$ cat config.mk
export PLATFORM = sky130hd
export DESIGN_NAME = adc_readout_ctrl
export DESIGN_NICKNAME = d
export VERILOG_FILES = /design/src/rtl/adc_rd_pkg.sv /design/src/rtl/adc_rd_sync.sv /design/src/rtl/adc_rd_conv_timer.sv /design/src/rtl/adc_rd_shifter.sv /design/src/rtl/adc_readout_ctrl.sv
export SDC_FILE = /design/constraint.sdc
export NUM_CORES = 1
export LEC_CHECK = 0
export BUFFER_PORTS_ARGS = -buffer_cell sky130_fd_sc_hd__buf_2
export CAP_MARGIN = 20
export CELL_PAD_IN_SITES_DETAIL_PLACEMENT = 0
export CELL_PAD_IN_SITES_GLOBAL_PLACEMENT = 1
export CORE_ASPECT_RATIO = 0.75
export CORE_MARGIN = 3
export CORE_UTILIZATION = 40
export DETAILED_ROUTE_END_ITERATION = 7
export PLACE_DENSITY = 0.76
export SLEW_MARGIN = 20
export SYNTH_ARGS = -nofsm -noshare
export SYNTH_HDL_FRONTEND = slang
export SYNTH_HIERARCHICAL = 1
export SYNTH_SLANG_ARGS = --single-unit
export TNS_END_PERCENT = 100
$ cat constraint.sdc
create_clock -name clk -period 5.5 [get_ports clk]
set_input_delay 0.275 -clock clk [delete_from_list [all_inputs] [get_ports clk]]
set_output_delay 0.275 -clock clk [all_outputs]
set_load 0.03 [all_outputs]
$ cat src/rtl/adc_rd_pkg.sv
package adc_rd_pkg;
  typedef enum logic [1:0] {
    ST_CONV  = 2'd0,
    ST_SLEEP = 2'd1,
    ST_DOUT  = 2'd2,
    ST_HALT  = 2'd3
  } rd_state_e;
endpackage

$ cat src/rtl/adc_rd_sync.sv
module adc_rd_sync #(
  parameter int W = 2,
  parameter logic [W-1:0] RST_VAL = '1
) (
  input  logic         clk,
  input  logic         rst_n,
  input  logic [W-1:0] d,
  output logic [W-1:0] q
);
  for (genvar g = 0; g < W; g++) begin : g_bit
    logic meta;
    always_ff @(posedge clk or negedge rst_n) begin
      if (!rst_n) begin
        meta <= RST_VAL[g];
        q[g] <= RST_VAL[g];
      end else begin
        meta <= d[g];
        q[g] <= meta;
      end
    end
  end
endmodule

$ cat src/rtl/adc_rd_conv_timer.sv
module adc_rd_conv_timer #(
  parameter int CYCLES = 40
) (
  input  logic clk,
  input  logic rst_n,
  input  logic run,
  output logic done
);
  localparam int CW = $clog2(CYCLES + 1);
  localparam logic [CW-1:0] LIMIT = CW'(CYCLES);
  logic [CW-1:0] cnt;

  always_ff @(posedge clk or negedge rst_n) begin
    if (!rst_n)             cnt <= '0;
    else if (!run)          cnt <= '0;
    else if (cnt != LIMIT)  cnt <= cnt + 1'b1;
  end

  assign done = run && (cnt == LIMIT);
endmodule

$ cat src/rtl/adc_rd_shifter.sv
module adc_rd_shifter #(
  parameter int W = 32
) (
  input  logic         clk,
  input  logic         rst_n,
  input  logic         load,
  input  logic [W-1:0] data,
  input  logic         shift,
  output logic         msb
);
  logic [W-1:0] sreg;

  always_ff @(posedge clk or negedge rst_n) begin
    if (!rst_n)     sreg <= '0;
    else if (load)  sreg <= data;
    else if (shift) sreg <= {sreg[W-2:0], 1'b0};
  end

  assign msb = sreg[W-1];
endmodule

$ cat src/rtl/adc_readout_ctrl.sv
module adc_readout_ctrl
  import adc_rd_pkg::*;
#(
  parameter int DATA_W      = 32,
  parameter int CONV_CYCLES = 40
) (
  input  logic              clk,
  input  logic              rst_n,
  input  logic              cs_n_i,
  input  logic              sck_i,
  input  logic [DATA_W-1:0] res_data_i,
  input  logic              res_valid_i,
  output logic              res_ready_o,
  output logic              sdo_o,
  output logic              sdo_oe_o,
  output logic              err_o
);
  localparam int BCW = $clog2(DATA_W);
  localparam logic [BCW-1:0] LAST_BIT = BCW'(DATA_W - 1);

  rd_state_e     state;
  logic [1:0]    pins_s;
  logic          cs_s, sck_s, cs_d, sck_d;
  logic          cs_fall, cs_rise, sck_rise, sck_fall;
  logic          conv_done, accept, shown, do_shift, msb;
  logic [BCW-1:0] bcnt;

  adc_rd_sync #(.W(2), .RST_VAL(2'b01)) u_sync (
    .clk(clk), .rst_n(rst_n), .d({sck_i, cs_n_i}), .q(pins_s)
  );
  assign cs_s  = pins_s[0];
  assign sck_s = pins_s[1];

  always_ff @(posedge clk or negedge rst_n) begin
    if (!rst_n) begin
      cs_d  <= 1'b1;
      sck_d <= 1'b0;
    end else begin
      cs_d  <= cs_s;
      sck_d <= sck_s;
    end
  end

  assign cs_fall  =  cs_d  & ~cs_s;
  assign cs_rise  = ~cs_d  &  cs_s;
  assign sck_rise = ~sck_d &  sck_s;
  assign sck_fall =  sck_d & ~sck_s;

  adc_rd_conv_timer #(.CYCLES(CONV_CYCLES)) u_timer (
    .clk(clk), .rst_n(rst_n), .run(state == ST_CONV), .done(conv_done)
  );

  assign res_ready_o = conv_done;
  assign accept      = res_valid_i & res_ready_o;
  assign do_shift    = (state == ST_DOUT) & sck_fall & shown & ~cs_rise
                       & (bcnt != LAST_BIT);

  adc_rd_shifter #(.W(DATA_W)) u_shift (
    .clk(clk), .rst_n(rst_n), .load(accept), .data(res_data_i),
    .shift(do_shift), .msb(msb)
  );

  always_ff @(posedge clk or negedge rst_n) begin
    if (!rst_n) begin
      state <= ST_CONV;
      shown <= 1'b0;
      bcnt  <= '0;
      err_o <= 1'b0;
    end else begin
      err_o <= 1'b0;
      if (cs_fall && sck_s) begin
        state <= ST_HALT;
        err_o <= 1'b1;
      end else if (cs_fall && state == ST_HALT) begin
        state <= ST_CONV;
      end else begin
        unique case (state)
          ST_CONV:  if (accept) state <= ST_SLEEP;
          ST_SLEEP: if (!cs_s && sck_rise) begin
                      state <= ST_DOUT;
                      shown <= 1'b0;
                      bcnt  <= '0;
                    end
          ST_DOUT: begin
            if (cs_rise) begin
              state <= ST_CONV;
            end else if (sck_fall) begin
              if (!shown)                shown <= 1'b1;
              else if (bcnt == LAST_BIT) state <= ST_CONV;
              else                       bcnt  <= bcnt + 1'b1;
            end
          end
          default: ;
        endcase
      end
    end
  end

  always_comb begin
    unique case (state)
      ST_CONV:  sdo_o = 1'b1;
      ST_DOUT:  sdo_o = shown & msb;
      default:  sdo_o = 1'b0;
    endcase
  end

  assign sdo_oe_o = ~cs_s & (state != ST_HALT);
endmodule

Yosys cells after proc, flatten, opt, wreduce, memory -nomap -nowiden
Cells that the tools add are included.
{"block": "totals", "elab_cells": 88, "memories": 0, "ramBits": 0, "reg_bits": 53, "latchBits": 0, "rom_bits": 0, "out_inout_bits": 4, "inputBits": 37}
{"block": "op_classes", "multipliers": 0, "magnitude_cmp": 0, "n_eq_ne": 19, "bitwise": 18, "div_mod_pow": 0, "n_addsub": 2, "n_reduce_logical": 12, "mux": 25, "shift": 0}
{"op": "$mux W32", "n": 2}
{"op": "$mux W5", "n": 5}
{"op": "$mux W2", "n": 8}
{"op": "$ne A2 B2 Y1 const B", "n": 7}
{"op": "$mux W6", "n": 2}
{"op": "$reduce_and A6 Y1", "n": 2}
{"op": "$and A1 B1 Y1", "n": 11}
{"op": "$ne A5 B3 Y1 const B", "n": 2}
{"op": "$pmux W5 S2", "n": 1}
{"op": "$ne A4 B4 Y1 const B", "n": 2}
{"op": "$reduce_and A8 Y1", "n": 1}
{"op": "$not A1 Y1", "n": 7}
{"op": "$add A6 B1 Y6 const B", "n": 1}
{"op": "$eq A6 B6 Y1 const B", "n": 1}
{"op": "$ne A6 B6 Y1 const B", "n": 1}
{"op": "$pmux W2 S3", "n": 1}
{"op": "$add A5 B1 Y5 const B", "n": 1}
{"op": "$eq A5 B5 Y1 const B", "n": 1}
{"op": "$ne A5 B2 Y1 const B", "n": 1}
{"op": "$ne A5 B5 Y1 const B", "n": 1}
{"op": "$reduce_bool A5 Y1", "n": 1}
{"op": "$eq A2 B2 Y1 const B", "n": 2}
{"op": "$logic_and A1 B1 Y1", "n": 4}
{"op": "$mux W1", "n": 4}
{"op": "other kinds (5)", "n": 7}

Depth between registers and ports, before layout
Gate-level depths: netlist (run 1).
{"block": "depth", "depth_word": 8, "ltp_mapped": 10, "ltp_nobuf": 8}

By module
Netlist (run 1), hierarchy kept.
{"module": "adc_rd_shifter", "cells_per_inst": 139, "area_each_um2": 1512.7, "instances": 1, "seq_area_each_um2": 800.8}
{"module": "adc_readout_ctrl", "cells_per_inst": 72, "area_each_um2": 709.4, "instances": 1, "seq_area_each_um2": 276.5}
{"module": "adc_rd_conv_timer", "cells_per_inst": 33, "area_each_um2": 329.1, "instances": 1, "seq_area_each_um2": 150.1}
{"module": "adc_rd_sync", "cells_per_inst": 4, "area_each_um2": 102.6, "instances": 1, "seq_area_each_um2": 102.6}

Worst setup path after synthesis (run 1)
No wires, ideal clock.
{"block": "synth_timing", "kind": "reg-to-reg", "from": "register bcnt[0]", "to": "register u_shift.sreg[1]", "setup_ps": 120, "required_time_ps": 5380, "slack_ps": 3504, "path_buffers": 2, "arrival_time_ps": 1875, "synth_period_minus_slack_ps": 1996, "stages_incl_launch_ff": 9, "path_cell_list": "dfrtp_1 -> ha_1 -> and3_1 -> ha_1 -> nor4_1 -> buf_6 -> buf_12 -> mux2i_1 -> o21ai_2"}
{"block": "synth_between", "elab_chain_cells": 3}
{"element": "from (decl)", "line": "adc_readout_ctrl.sv:26", "source": "logic [BCW-1:0] bcnt;"}
{"element": "from (signal assigned)", "line": "adc_readout_ctrl.sv:90", "source": "else bcnt <= bcnt + 1'b1;"}
{"element": "$ne A5 B5 Y1", "line": "adc_readout_ctrl.sv:56", "source": "& (bcnt != LAST_BIT);"}
{"element": "$and A1 B1 Y1", "line": "adc_readout_ctrl.sv:56"}
{"element": "net do_shift", "line": "adc_readout_ctrl.sv:25", "source": "logic conv_done, accept, shown, do_shift, msb;"}
{"element": "$reduce_bool A2 Y1 (no source line)"}
{"element": "to (signal assigned)", "line": "adc_rd_shifter.sv:15", "source": "else if (load) sreg <= data;"}
{"element": "to (signal assigned)", "line": "adc_rd_shifter.sv:16", "source": "else if (shift) sreg <= {sreg[W-2:0], 1'b0};"}
{"element": "to (decl)", "line": "adc_rd_shifter.sv:11", "source": "logic [W-1:0] sreg;"}
The timed path passes the listed nets, and every way through them passes these cells.
A chain may end at the register's enable or synchronous reset.

Final worst setup path (run 1)
{"block": "layout_timing", "from": "register state[0]", "to": "register u_shift.sreg[12]"}
{"block": "layout_between", "elab_chain_cells": 6, "word_cells_on_any_way": 10, "classes_between": "eq/ne: 1; mux: 1; bitwise: 5; reduce/logical: 3"}
{"element": "from (decl)", "line": "adc_readout_ctrl.sv:21", "source": "rd_state_e state;"}
{"element": "from (signal assigned)", "line": "adc_readout_ctrl.sv:65", "source": "state <= ST_CONV;"}
{"element": "from (signal assigned)", "line": "adc_readout_ctrl.sv:72", "source": "state <= ST_HALT;"}
{"element": "from (signal assigned)", "line": "adc_readout_ctrl.sv:75", "source": "state <= ST_CONV;"}
{"element": "$eq A2 B2 Y1", "line": "adc_readout_ctrl.sv:55", "source": "assign do_shift = (state == ST_DOUT) & sck_fall & shown & ~cs_rise"}
{"element": "$and A1 B1 Y1 (3 in series)", "line": "adc_readout_ctrl.sv:55"}
{"element": "$and A1 B1 Y1", "line": "adc_readout_ctrl.sv:56"}
{"element": "net do_shift", "line": "adc_readout_ctrl.sv:25"}
{"element": "$reduce_bool A2 Y1 (no source line)"}
The timed path passes the listed nets, and every way through them passes these cells.

==> metrics.md, run 1 <==
| Metric | Value |
|---|---|
| Vias in the first global route | `1762` |
| Share of layout cells above drive strength 1 | `22.0%` |
| Synth Area in Compound Gates | `between 10 and 15%` |
| Clock Sinks | `53` |
| Multi-input gate area | `1180 µm²` |
| RSZ-0062 raised after global routing | `false` |
| Multiplexer share of the synthesized area | `14.8%` |
| Routed via count | `around 1800` |
| Hold WC Path Type | `in2reg` |
| Slowest-stage cell, CP | `buf_4` |
| Final WL | `4740 µm` |
| H-tree depth | `2` |
| Worst Setup End Kind | `flop` |
| Critical-path cell list | `inv_1 -> ha_1 -> nand2_1 -> nor4_2 -> buf_4 -> mux2i_1 -> o21ai_1` |
| Post-DR wirelength/cell | `12.9 µm` |
| Maximum number of pins on one net before global-route repair | `65` |
| WS Path Type | `reg2reg` |
| CTS tree | `done` |
| Total Power | `990 µW` |
| Pwr per Cell Area | `332 nW/µm²` |
| Max-Cap Viols | `0` |
| Clock Latency Late Sink | `between 300 and 400 ps` |
| Synth Area per Inst | `10.7 µm²` |
| Largest stage delay, worst path | `480 ps` |
| Skew final | `3.40 ps` |
| Most frequent cells in the layout | `50 x dfrtp_1, 44 x nand2_1, 40 x buf_2` |
| Initial DRC Count | `101` |
| I/O Pins | `slightly above 40` |
| Antenna violations before repair | `0` |
| Fmax | `428 MHz` |
| CP top delay family | `buffers and inverters` |
| Filler instances | `608` |
| Tcrit/Tclk final | `about 42%` |
| Critical Path RT | `5670 ps` |
| FP Rows | `25` |
| Top-area cell type share of the netlist area | `between 40% and 50%` |
| Die X | `100 µm` |
| Syn_nets | `295` |
| Final Max Slew Viols | `0` |
| Most common cell after layout, fill and taps aside | `dfrtp_1` |
| Leakage power | `0.00117 µW` |
| Die H | `76.5 µm` |
| Setup Buffers After CTS | `0` |
| Diode count | `0` |
| ANT nets after route | `0` |
| Register area share after synthesis | `50.1%` |
| FFs w/ async S/R, synth | `100%` |
| Drt first pass iters | `4` |
| Main synth FF type | `dfrtp_1` |
| Global route overflow | `0` |
| EDFF count, synth | `0` |
| Root Driver | `clkbuf_8` |
| IO Port Bufs | `40` |
| Worst-path clk slew | `90 ps` |
| Biggest area consumer among synthesized cells | `dfrtp_1` |
| Main combinational cell family by area after synthesis | `multiplexers` |
| Sequential Area | `around 1300 µm²` |
| Crit path buf inv count | `2` |
| Final setup fails | `0` |
| Gate count of the mapped netlist | `248` |
| First-pass GRT wire length | `8140 µm` |
| Netlist Area Pre-Place | `around 2700 µm²` |
| Setup TNS | `0 ps` |
| Status | `complete, no violations` |
| Synth warnings | `6` |
| FF+latch count, synth | `53` |
| Hold Buf Count CTS | `0` |
| Placer Congestion | `0.750` |
| Crit path max fanout | `32` |
| Post-CTS Resized | `0` |
| Worst-margin pin slew | `918 ps` |
| Final min period | `2330 ps` |
| Relative slew slack | `38.7%` |
| Worst endpoint data arrival time | `approximately 2500 ps` |
| DP HPWL | `3240 µm` |
| Core footprint | `6350 µm²` |
| Full die area | `7660 µm²` |
| Fin. Hold Viols | `0` |
| # DRC | `0` |
| Vias per inst | `~5.0` |
| Worst vdd ir | `0.179 mV` |
| Synth cell types | `43` |
| Simple-Gate Fraction of Synth Area | `13.5%` |
| Total GRT Usage | `13.3%` |
| Initial Util | `41.8%` |
| Startpoint Class | `flop` |
| CTS Buffer Depth | `2` |
| Final nets | `332` |
| P&R area growth vs syn | `12.4%` |
| Num CTS Buffers | `5` |
| Adder-Cell Fraction of Synth Area | `approximately 4.7%` |
| Ranking of synthesized cells by area | `dfrtp_1 47%, mux2i_1 14%, nand2_1 6.2%` |
| Hold_ws | `54.9 ps` |
| Xor/xnor share of the synthesized area | `0.990%` |
-- sequential cells by signal, summed over array words and instances (netlist names) --
register and flops:
err_o 1, bcnt 5, u_timer/cnt 6, state 2, u_sync/q 2, cs_d 1
shown 1, sck_d 1, u_shift/sreg 32, u_sync/g_bit.meta 2
-- report_power, final --
part / switching (µW) / internal [µW]
clock: 126 / 148
combinational: 151 / 113
sequential: 30.1 / 421
-- cells in the mapped netlist, drive strengths merged, types with 2 or more instances --
cell type / instances
a21oi: 3
a22oi: 2
and2: 2
and3: 3
buf: 10
clkbuf: 2
dfrtp: 50
dfstp: 3
ha: 10
inv: 10
mux2: 2
mux2i: 37
nand2: 45
nand2b: 3
nand3: 5
nand4: 2
nor2: 3
nor2b: 3
o21ai: 33
o2bb2ai: 2
or3: 2
xnor2: 2
-- layer usage --
layer / vias up / part of all wire, % / global-route usage, %
met4: 0 / 1.2 / 4.04
met1: 856 / 51 / 18.6
met5: - / 0 / 0
met3: 5 / 5.3 / 4.57
li1: 929 / - / -
met2: 36 / 43 / 19.4
-- worst paths after layout --
path	from	endpoint	slack, ps	cells past startpoint
min	cs_n_i	u_sync/g_bit[0].meta	50	1
max in group asynchronous	rst_n	u_shift/sreg[23]	4980	2
min in group asynchronous	rst_n	u_timer/cnt[4]	70	2
min reg2reg	u_sync/g_bit[1].meta	u_sync/q[1]	350	0
max reg2reg	state[0]	u_shift/sreg[12]	3170	7
max	state[0]	u_shift/sreg[12]	3170	7
-- layout make-up --
class                      count  area share [%]
timing repair buffer          42            7.22
multi-input combinational    173            39.6
sequential                    53            44.6
inverter                      10            1.26
clock buffer                   7            2.90
tap                           81            3.40
clock inverter                 1            1.01
-- through the flow --
step | instances | setup slack, ps | cell area [µm²] | util, %
2_1_floorplan | 248 | 3500 | 2650 | -
3_3_place_gp | 359 | 3190 | 2870 | 45.1
6_report | 367 | 3170 | 2980 | 47.0
3_5_place_dp | 359 | 3160 | 2870 | 45.1
5_1_grt | 367 | 2920 | 2980 | 47.0
4_1_cts | 367 | 3170 | 2980 | 47.0
-- worst reg2reg max path, stage by stage (launching register included) --
cell and delay [ps]:
dfrtp_1 430, inv_1 120, ha_1 400, nand2_1 130, nor4_2 260, buf_4 480
mux2i_1 290, o21ai_1 70
-- logic make-up (layout without fill, tap and decap cells) --
kind of cell | Yosys count | in the layout
AOI/OAI and AO/OA | 46 | 46
xor gates and xnor gates | 3 | 3
adders and majority gates | 10 | 10
buffers and inverters | 22 | 60
DFF | 53 | 53
muxes | 39 | 39
and+or+nand+nor | 75 | 75
Power figures use the tool's default switching activity.
==> run 2, diff against run 1 <==
- clock period: 5.5 -> 2.4 ns (I/O delays scaled with it)
==> run 2 against run 1 <==
Against the previous run:
- design area is 3.2% higher
- clock-buffer cell count is 2 lower
- power is 130% higher
- non-clock buffer count is 10 higher
- clock power is 110% higher
- hold slack worse by 30 ps
- maximum frequency is 9.0% higher
- routed wire length is 0.82% lower
- via count hardly changed
==> metrics.md, run 2 (synthesis results as in run 1) <==
| Metric | Value |
|---|---|
| Status | `complete, no violations (unchanged)` |
| Share of layout cells above drive strength 1 | `23.7% (was 22.0%)` |
| FP Rows | `25 (unchanged)` |
| Most frequent cells in the layout | `50 x dfrtp_1, 44 x nand2_1, 40 x buf_2 (unchanged)` |
| Slowest-stage cell, CP | `dfrtp_1 (was buf_4)` |
| Final Util | `48.5% (was 47.0%)` |
| Critical Path RT | `2590 ps (was 5670 ps)` |
| Clock Sinks | `53 (unchanged)` |
| Final Cell Area | `3080 µm² (was 2980 µm²)` |
| Hold WC Path Type | `in2reg (unchanged)` |
| Setup TNS | `0 ps (unchanged)` |
| Full die area | `7660 µm² (unchanged)` |
| Vias per inst | `4.85 (was 4.98)` |
| Largest register FFs | `32 (unchanged)` |
| # DRC | `0 (unchanged)` |
| Worst-margin pin slew | `586 ps (was 918 ps)` |
| Leakage power | `0.00122 µW (was 0.00117 µW)` |
| Total GRT Usage | `13.2% (was 13.3%)` |
| DP HPWL | `3410 µm (was 3240 µm)` |
| I/O Pins | `41 (unchanged)` |
| Worst-path clk slew | `90 ps (about the same)` |
| Placer Congestion | `0.788 (was 0.750)` |
| Maximum number of pins on one net before global-route repair | `45 (was 65)` |
| Met1 wire length | `2500 µm (was 2400 µm)` |
| Diode count | `0 (unchanged)` |
| Drt first pass iters | `4 (unchanged)` |
| CTS Buffer Depth | `2 (unchanged)` |
| Final nets | `342 (was 332)` |
| FF-to-FF path depth | `7 (unchanged)` |
| Post-CTS Resized | `0 (unchanged)` |
| Fin. Hold Viols | `0 (unchanged)` |
| Sequential Area | `1330 µm² (unchanged)` |
| Root Driver | `clkbuf_8 (unchanged)` |
| ANT nets after route | `0 (unchanged)` |
| Num CTS Buffers | `5 (unchanged)` |
| RSZ-0062 raised after global routing | `false (unchanged)` |
| Initial DRC Count | `72 (was 101)` |
| Filler instances | `613 (was 608)` |
| CTS tree | `done (unchanged)` |
| Final min period | `2140 ps (was 2330 ps)` |
| Skew final | `4.00 ps (was 3.40 ps)` |
| Die H | `76.5 µm (unchanged)` |
| Pwr per Cell Area | `742 nW/µm² (was 332 nW/µm²)` |
| Antenna violations before repair | `0 (unchanged)` |
| Largest Register | `u_shift/sreg (unchanged)` |
| Multi-input gate area | `1180 µm² (unchanged)` |
| Fmax | `467 MHz (was 428 MHz)` |
| Most common cell after layout, fill and taps aside | `dfrtp_1 (unchanged)` |
| Final Max Slew Viols | `0 (unchanged)` |
| P&R area growth vs syn | `15.9% (was 12.4%)` |
| Worst endpoint data arrival time | `2330 ps (was 2500 ps)` |
| Hold Path Depth | `3 (was 1)` |
| Crit path max fanout | `32 (unchanged)` |
| Final setup fails | `0 (unchanged)` |
| Final WL | `4700 µm (was 4740 µm)` |
| Biggest registers after layout | `u_shift/sreg (32), u_timer/cnt (6), bcnt (5) (unchanged)` |
| Worst vdd ir | `0.271 mV (was 0.179 mV)` |
| Max-Cap Viols | `0 (unchanged)` |
| Worst Setup End Kind | `flop (unchanged)` |
| Largest stage delay, worst path | `410 ps (was 480 ps)` |
| Core footprint | `6350 µm² (unchanged)` |
| Startpoint Class | `flop (unchanged)` |
| Placed Area | `2940 µm² (was 2870 µm²)` |
| Highest metal used | `met4 (unchanged)` |
| Final setup slack of the worst path | `258 ps (was 3170 ps)` |
| Initial Util | `41.8% (unchanged)` |
| H-tree depth | `2 (unchanged)` |
| IO Port Bufs | `40 (unchanged)` |
| Most frequent CP cell | `ha_1` |
| First-pass GRT wire length | `8200 µm (was 8140 µm)` |
| Post-DR wirelength/cell | `12.5 µm (was 12.9 µm)` |
| Routed via count | `1825 (was 1826)` |
| Tcrit/Tclk final | `89.2% (was 42.4%)` |
| Place WS | `264 ps (was 3160 ps)` |
| WS Path Type | `reg2reg (unchanged)` |
| Wire length on met2 | `1930 µm (was 2030 µm)` |
| Vias in the first global route | `1730 (was 1762)` |
| Relative slew slack | `61.0% (was 38.7%)` |
| Wire length on met3 | `214 µm (was 252 µm)` |
| Clock Latency Late Sink | `300 ps (was 310 ps)` |
| Global route overflow | `0 (unchanged)` |
| Die X | `100 µm (unchanged)` |
| Critical-path cell list | `ha_1 -> and3_1 -> ha_1 -> nor4_2 -> buf_12 -> mux2i_1 -> o21ai_2 (was inv_1 -> ha_1 -> nand2_1 -> nor4_2 -> buf_4 -> mux2i_1 -> o21ai_1)` |
==> run 2: worst paths after layout <==
kind / startpoint / to / slack, ps
worst max register to register: bcnt[0] / u_shift/sreg[1] / 260
worst min-delay path: res_data_i[9] / u_shift/sreg[9] / 30
worst min register to register: u_sync/g_bit[1].meta / u_sync/q[1] / 350
worst max-delay path: bcnt[0] / u_shift/sreg[1] / 260
min in group asynchronous: rst_n / u_timer/cnt[5] / 340
max in group asynchronous: rst_n / cs_d / 1360
==> run 2: timing repair <==
item | CTS | global route
hold endpoints to repair | 26 | 0
hold buffers | 3 | 0
buffers inserted | 0 | 0
==> run 2: layout make-up <==
class | instances | area share (%)
Multi-Input combinational cell | 173 | 38.4
Clock buffer | 5 | 2.24
Sequential cell | 53 | 43.2
Inverter | 10 | 1.22
Timing Repair Buffer | 52 | 10.5
Tap cell | 81 | 3.29
Clock inverter | 2 | 1.14
==> run 2: layer usage <==
metal  GRT usage, %  vias up
met1           21.0      839
li1               -      949
met2           17.0       32
met3           3.39        5
met4           4.44        0
met5              0        -
==> run 2: critical path: cells and delay by family, from the launching register on <==
family / cells / cell delay (ps)
and+or+nand+nor: 2 / 570
muxes: 1 / 250
adders and majority gates: 2 / 440
AOI/OAI and AO/OA: 1 / 60
DFF: 1 / 410
buffers and inverters: 1 / 270
==> run 2: per-stage QoR <==
stage,instances,hold WS (ps),power [µW]
after global placement,366,163,1710
after floorplan,248,-176,1500
final,376,25.1,2280
after CTS,376,10.7,2320
after global routing,376,12.2,2430
after detailed placement,366,159,1720
==> run 2: power by group <==
| group | internal [µW] | switching (µW) |
|---|---|---|
| Clock | 304 | 278 |
| Sequential | 966 | 70.2 |
| Combinational | 304 | 361 |
==> run 3, diff against run 2 <==
- ABC_AREA: default -> 1
- PLACE_DENSITY: 0.76 -> 0.79
- SETUP_SLACK_MARGIN: default -> 0.3
- SLEW_MARGIN: 20 -> 0
==> run 3 against run 2 <==
Against the previous run:
- synthesized area is 4.4% higher
- maximum frequency is 11% higher
- register-to-register slack better by 220 ps
- final cell count is 23% higher
- sequential power hardly changed
- critical path depth is 4 higher
- via count is 25% higher
- critical path type unchanged
- highest routed layer unchanged
==> metrics.md, run 3 <==
| Metric | Value |
|---|---|
| Die X | `102 µm (was 100 µm)` |
| Placed Area | `2990 µm² (was 2940 µm²)` |
| Main synth FF type | `dfrtp_1 (unchanged)` |
| Register area share after synthesis | `48.0% (was 50.1%)` |
| WS Path Type | `reg2reg (unchanged)` |
| Crit path max fanout | `31 (was 32)` |
| Status | `complete, no violations (unchanged)` |
| Final setup fails | `0 (unchanged)` |
| FP Rows | `25 (unchanged)` |
| Clock Sinks | `53 (unchanged)` |
| Placer Congestion | `0.850 (was 0.788)` |
| Initial Util | `42.6% (was 41.8%)` |
| Relative slew slack | `65.2% (was 61.0%)` |
| Antenna violations before repair | `0 (unchanged)` |
| Num CTS Buffers | `5 (unchanged)` |
| Share of layout cells above drive strength 1 | `22.6% (was 23.7%)` |
| Worst-margin pin slew | `522 ps (was 586 ps)` |
| Post-DR wirelength/cell | `12.7 µm (was 12.5 µm)` |
| Filler instances | `627 (was 613)` |
| Netlist Area Pre-Place | `2770 µm² (was 2650 µm²)` |
| Biggest area consumer among synthesized cells | `dfrtp_1 (unchanged)` |
| Most frequent cells after synthesis | `107 x nand2_1, 79 x nand3_1, 50 x dfrtp_1 (was 50 x dfrtp_1, 44 x nand2_1, 37 x mux2i_1)` |
| H-tree depth | `2 (unchanged)` |
| Pwr per Cell Area | `678 nW/µm² (was 742 nW/µm²)` |
| Worst-path clk slew | `100 ps (was 90 ps)` |
| Synth Area per Inst | `8.27 µm² (was 10.7 µm²)` |
| Top-area cell type share of the netlist area | `45.2% (was 47.1%)` |
| Synth cell types | `26 (was 43)` |
| Maximum number of pins on one net before global-route repair | `33 (was 45)` |
| Final Max Slew Viols | `0 (unchanged)` |
| CTS Buffer Depth | `2 (unchanged)` |
| Critical Path RT | `2640 ps (was 2590 ps)` |
| Core footprint | `6510 µm² (was 6350 µm²)` |
| Final Cell Area | `3200 µm² (was 3080 µm²)` |
| Ranking of synthesized cells by area | `dfrtp_1 45%, nand2_1 14%, nand3_1 14% (was dfrtp_1 47%, mux2i_1 14%, nand2_1 6.2%)` |
| Hold WC Path Type | `in2reg (unchanged)` |
| EDFF count, synth | `0 (unchanged)` |
| RSZ-0062 raised after global routing | `false (unchanged)` |
| Fmax | `520 MHz (was 467 MHz)` |
| Full die area | `7970 µm² (was 7660 µm²)` |
| Syn_nets | `382 (was 295)` |
| Leakage power | `0.00165 µW (was 0.00122 µW)` |
| Final min period | `1920 ps (was 2140 ps)` |
| Final WL | `5880 µm (was 4700 µm)` |
| IO Port Bufs | `40 (unchanged)` |
| Worst vdd ir | `0.282 mV (was 0.271 mV)` |
| Largest register FFs | `32 (unchanged)` |
| Total GRT Usage | `15.4% (was 13.2%)` |
| FFs w/ async S/R, synth | `100% (unchanged)` |
| Final nets | `427 (was 342)` |
| Setup TNS | `0 ps (unchanged)` |
| ANT nets after route | `0 (unchanged)` |
| Vias in the first global route | `2114 (was 1730)` |
| Total Power | `2170 µW (was 2280 µW)` |
| Hold_ws | `6.26 ps (was 25.1 ps)` |
| Most frequent cells in the layout | `107 x nand2_1, 79 x nand3_1, 50 x dfrtp_1 (was 50 x dfrtp_1, 44 x nand2_1, 40 x buf_2)` |
| Global route overflow | `0 (unchanged)` |
| First-pass GRT wire length | `9920 µm (was 8200 µm)` |
| DP HPWL | `4150 µm (was 3410 µm)` |
| # DRC | `0 (unchanged)` |
| Most common cell after layout, fill and taps aside | `nand2_1 (was dfrtp_1)` |
| Largest Register | `u_shift/sreg (unchanged)` |
| Gate count of the mapped netlist | `335 (was 248)` |
| CTS tree | `done (unchanged)` |
| FF+latch count, synth | `53 (unchanged)` |
| Diode count | `0 (unchanged)` |
| Tcrit/Tclk final | `80.1% (was 89.2%)` |
| Root Driver | `clkbuf_8 (unchanged)` |
| Most common cell in the netlist | `nand2_1 (was dfrtp_1)` |
| Synth warnings | `6 (unchanged)` |
| Routed via count | `2277 (was 1825)` |
| Skew final | `7.28 ps (was 4.00 ps)` |
| Die H | `78.1 µm (was 76.5 µm)` |
| Final Util | `49.2% (was 48.5%)` |
| Initial DRC Count | `140 (was 72)` |
| I/O Pins | `41 (unchanged)` |
| P&R area growth vs syn | `15.6% (was 15.9%)` |
| Drt first pass iters | `4 (unchanged)` |
| Worst endpoint data arrival time | `2170 ps (was 2330 ps)` |
| Vias per inst | `4.93 (was 4.85)` |
| Clock Latency Late Sink | `300 ps (about the same)` |
| Startpoint Class | `flop (unchanged)` |
| Biggest registers after layout | `u_shift/sreg (32), u_timer/cnt (6), bcnt (5) (unchanged)` |
| Fin. Hold Viols | `0 (unchanged)` |
| Worst Setup End Kind | `flop (unchanged)` |
| Max-Cap Viols | `0 (unchanged)` |
## run 3: path summary, 6_finish.rpt
kind	start	end	slack (ps)	cells after the start
worst min register to register	u_sync/g_bit[0].meta	u_sync/q[0]	360	0
max in group asynchronous	rst_n	cs_d	1390	3
min in group asynchronous	rst_n	bcnt[1]	310	2
worst max-delay path	u_timer/cnt[0]	u_shift/sreg[13]	480	11
worst max register to register	u_timer/cnt[0]	u_shift/sreg[13]	480	11
worst min-delay path	res_data_i[0]	u_shift/sreg[0]	6	3
## run 3: area by class of cell
cell class                      instances  area, µm²  share of cell area, %
Inverter                               27        108                   3.36
Clock inverter                          2       15.0                  0.469
Sequential cell                        53       1330                   41.5
Tap cell                               81        101                   3.17
Multi-Input combinational cell        242       1250                   39.0
Clock buffer                            6       72.6                   2.27
Timing Repair Buffer                   51        327                   10.2
## run 3: per-stage QoR
step / setup slack (ps) / std cells
after global placement: 394 / 446
after floorplan: 381 / 335
after detailed placement: 367 / 446
final: 478 / 462
after global routing: 325 / 462
after CTS: 361 / 457
## run 3: logic make-up (layout without fill, tap and decap cells)
group | Yosys count | after routing | share of synthesized area, %
simple gates | 221 | 222 | 36.8
flops | 53 | 53 | 48.0
buf+inv | 41 | 86 | 7.99
fa+ha+maj | 10 | 10 | 4.52
compound gates | 8 | 8 | 2.08
xor+xnor | 2 | 2 | 0.632
## run 3: critical path, cell delays in order (launching register included)
cell,delay [ps]
dfrtp_1,420
inv_1,100
ha_1,200
nand2_1,100
nor2_4,50
nand2_2,90
nor2_2,50
nand2_1,90
clkinvlp_4,200
inv_4,300
nand3_1,130
nand3_1,110
## run 3: power by group
group	leakage, µW	total (µW)	internal (µW)	switching (µW)
sequential	0.000716	1020	951	68.5
combinational	0.000896	651	231	420
clock	0.0000374	501	206	295
## run 3: what timing repair did
| action | in CTS | in global routing |
|---|---|---|
| buffers inserted | 0 | 4 |
| hold buffers | 3 | 0 |
| setup endpoints to repair | 0 | 32 |
| resized for setup | 0 | 10 |
| hold endpoints to repair | 22 | 0 |
## run 3: layer usage
metal	wire length, µm	vias up	GRT usage (%)
met4	28	0	4.33
met1	3070	1059	24.1
met2	2410	55	21.5
met3	366	2	3.11
li1	-	1161	-
met5	0	-	0
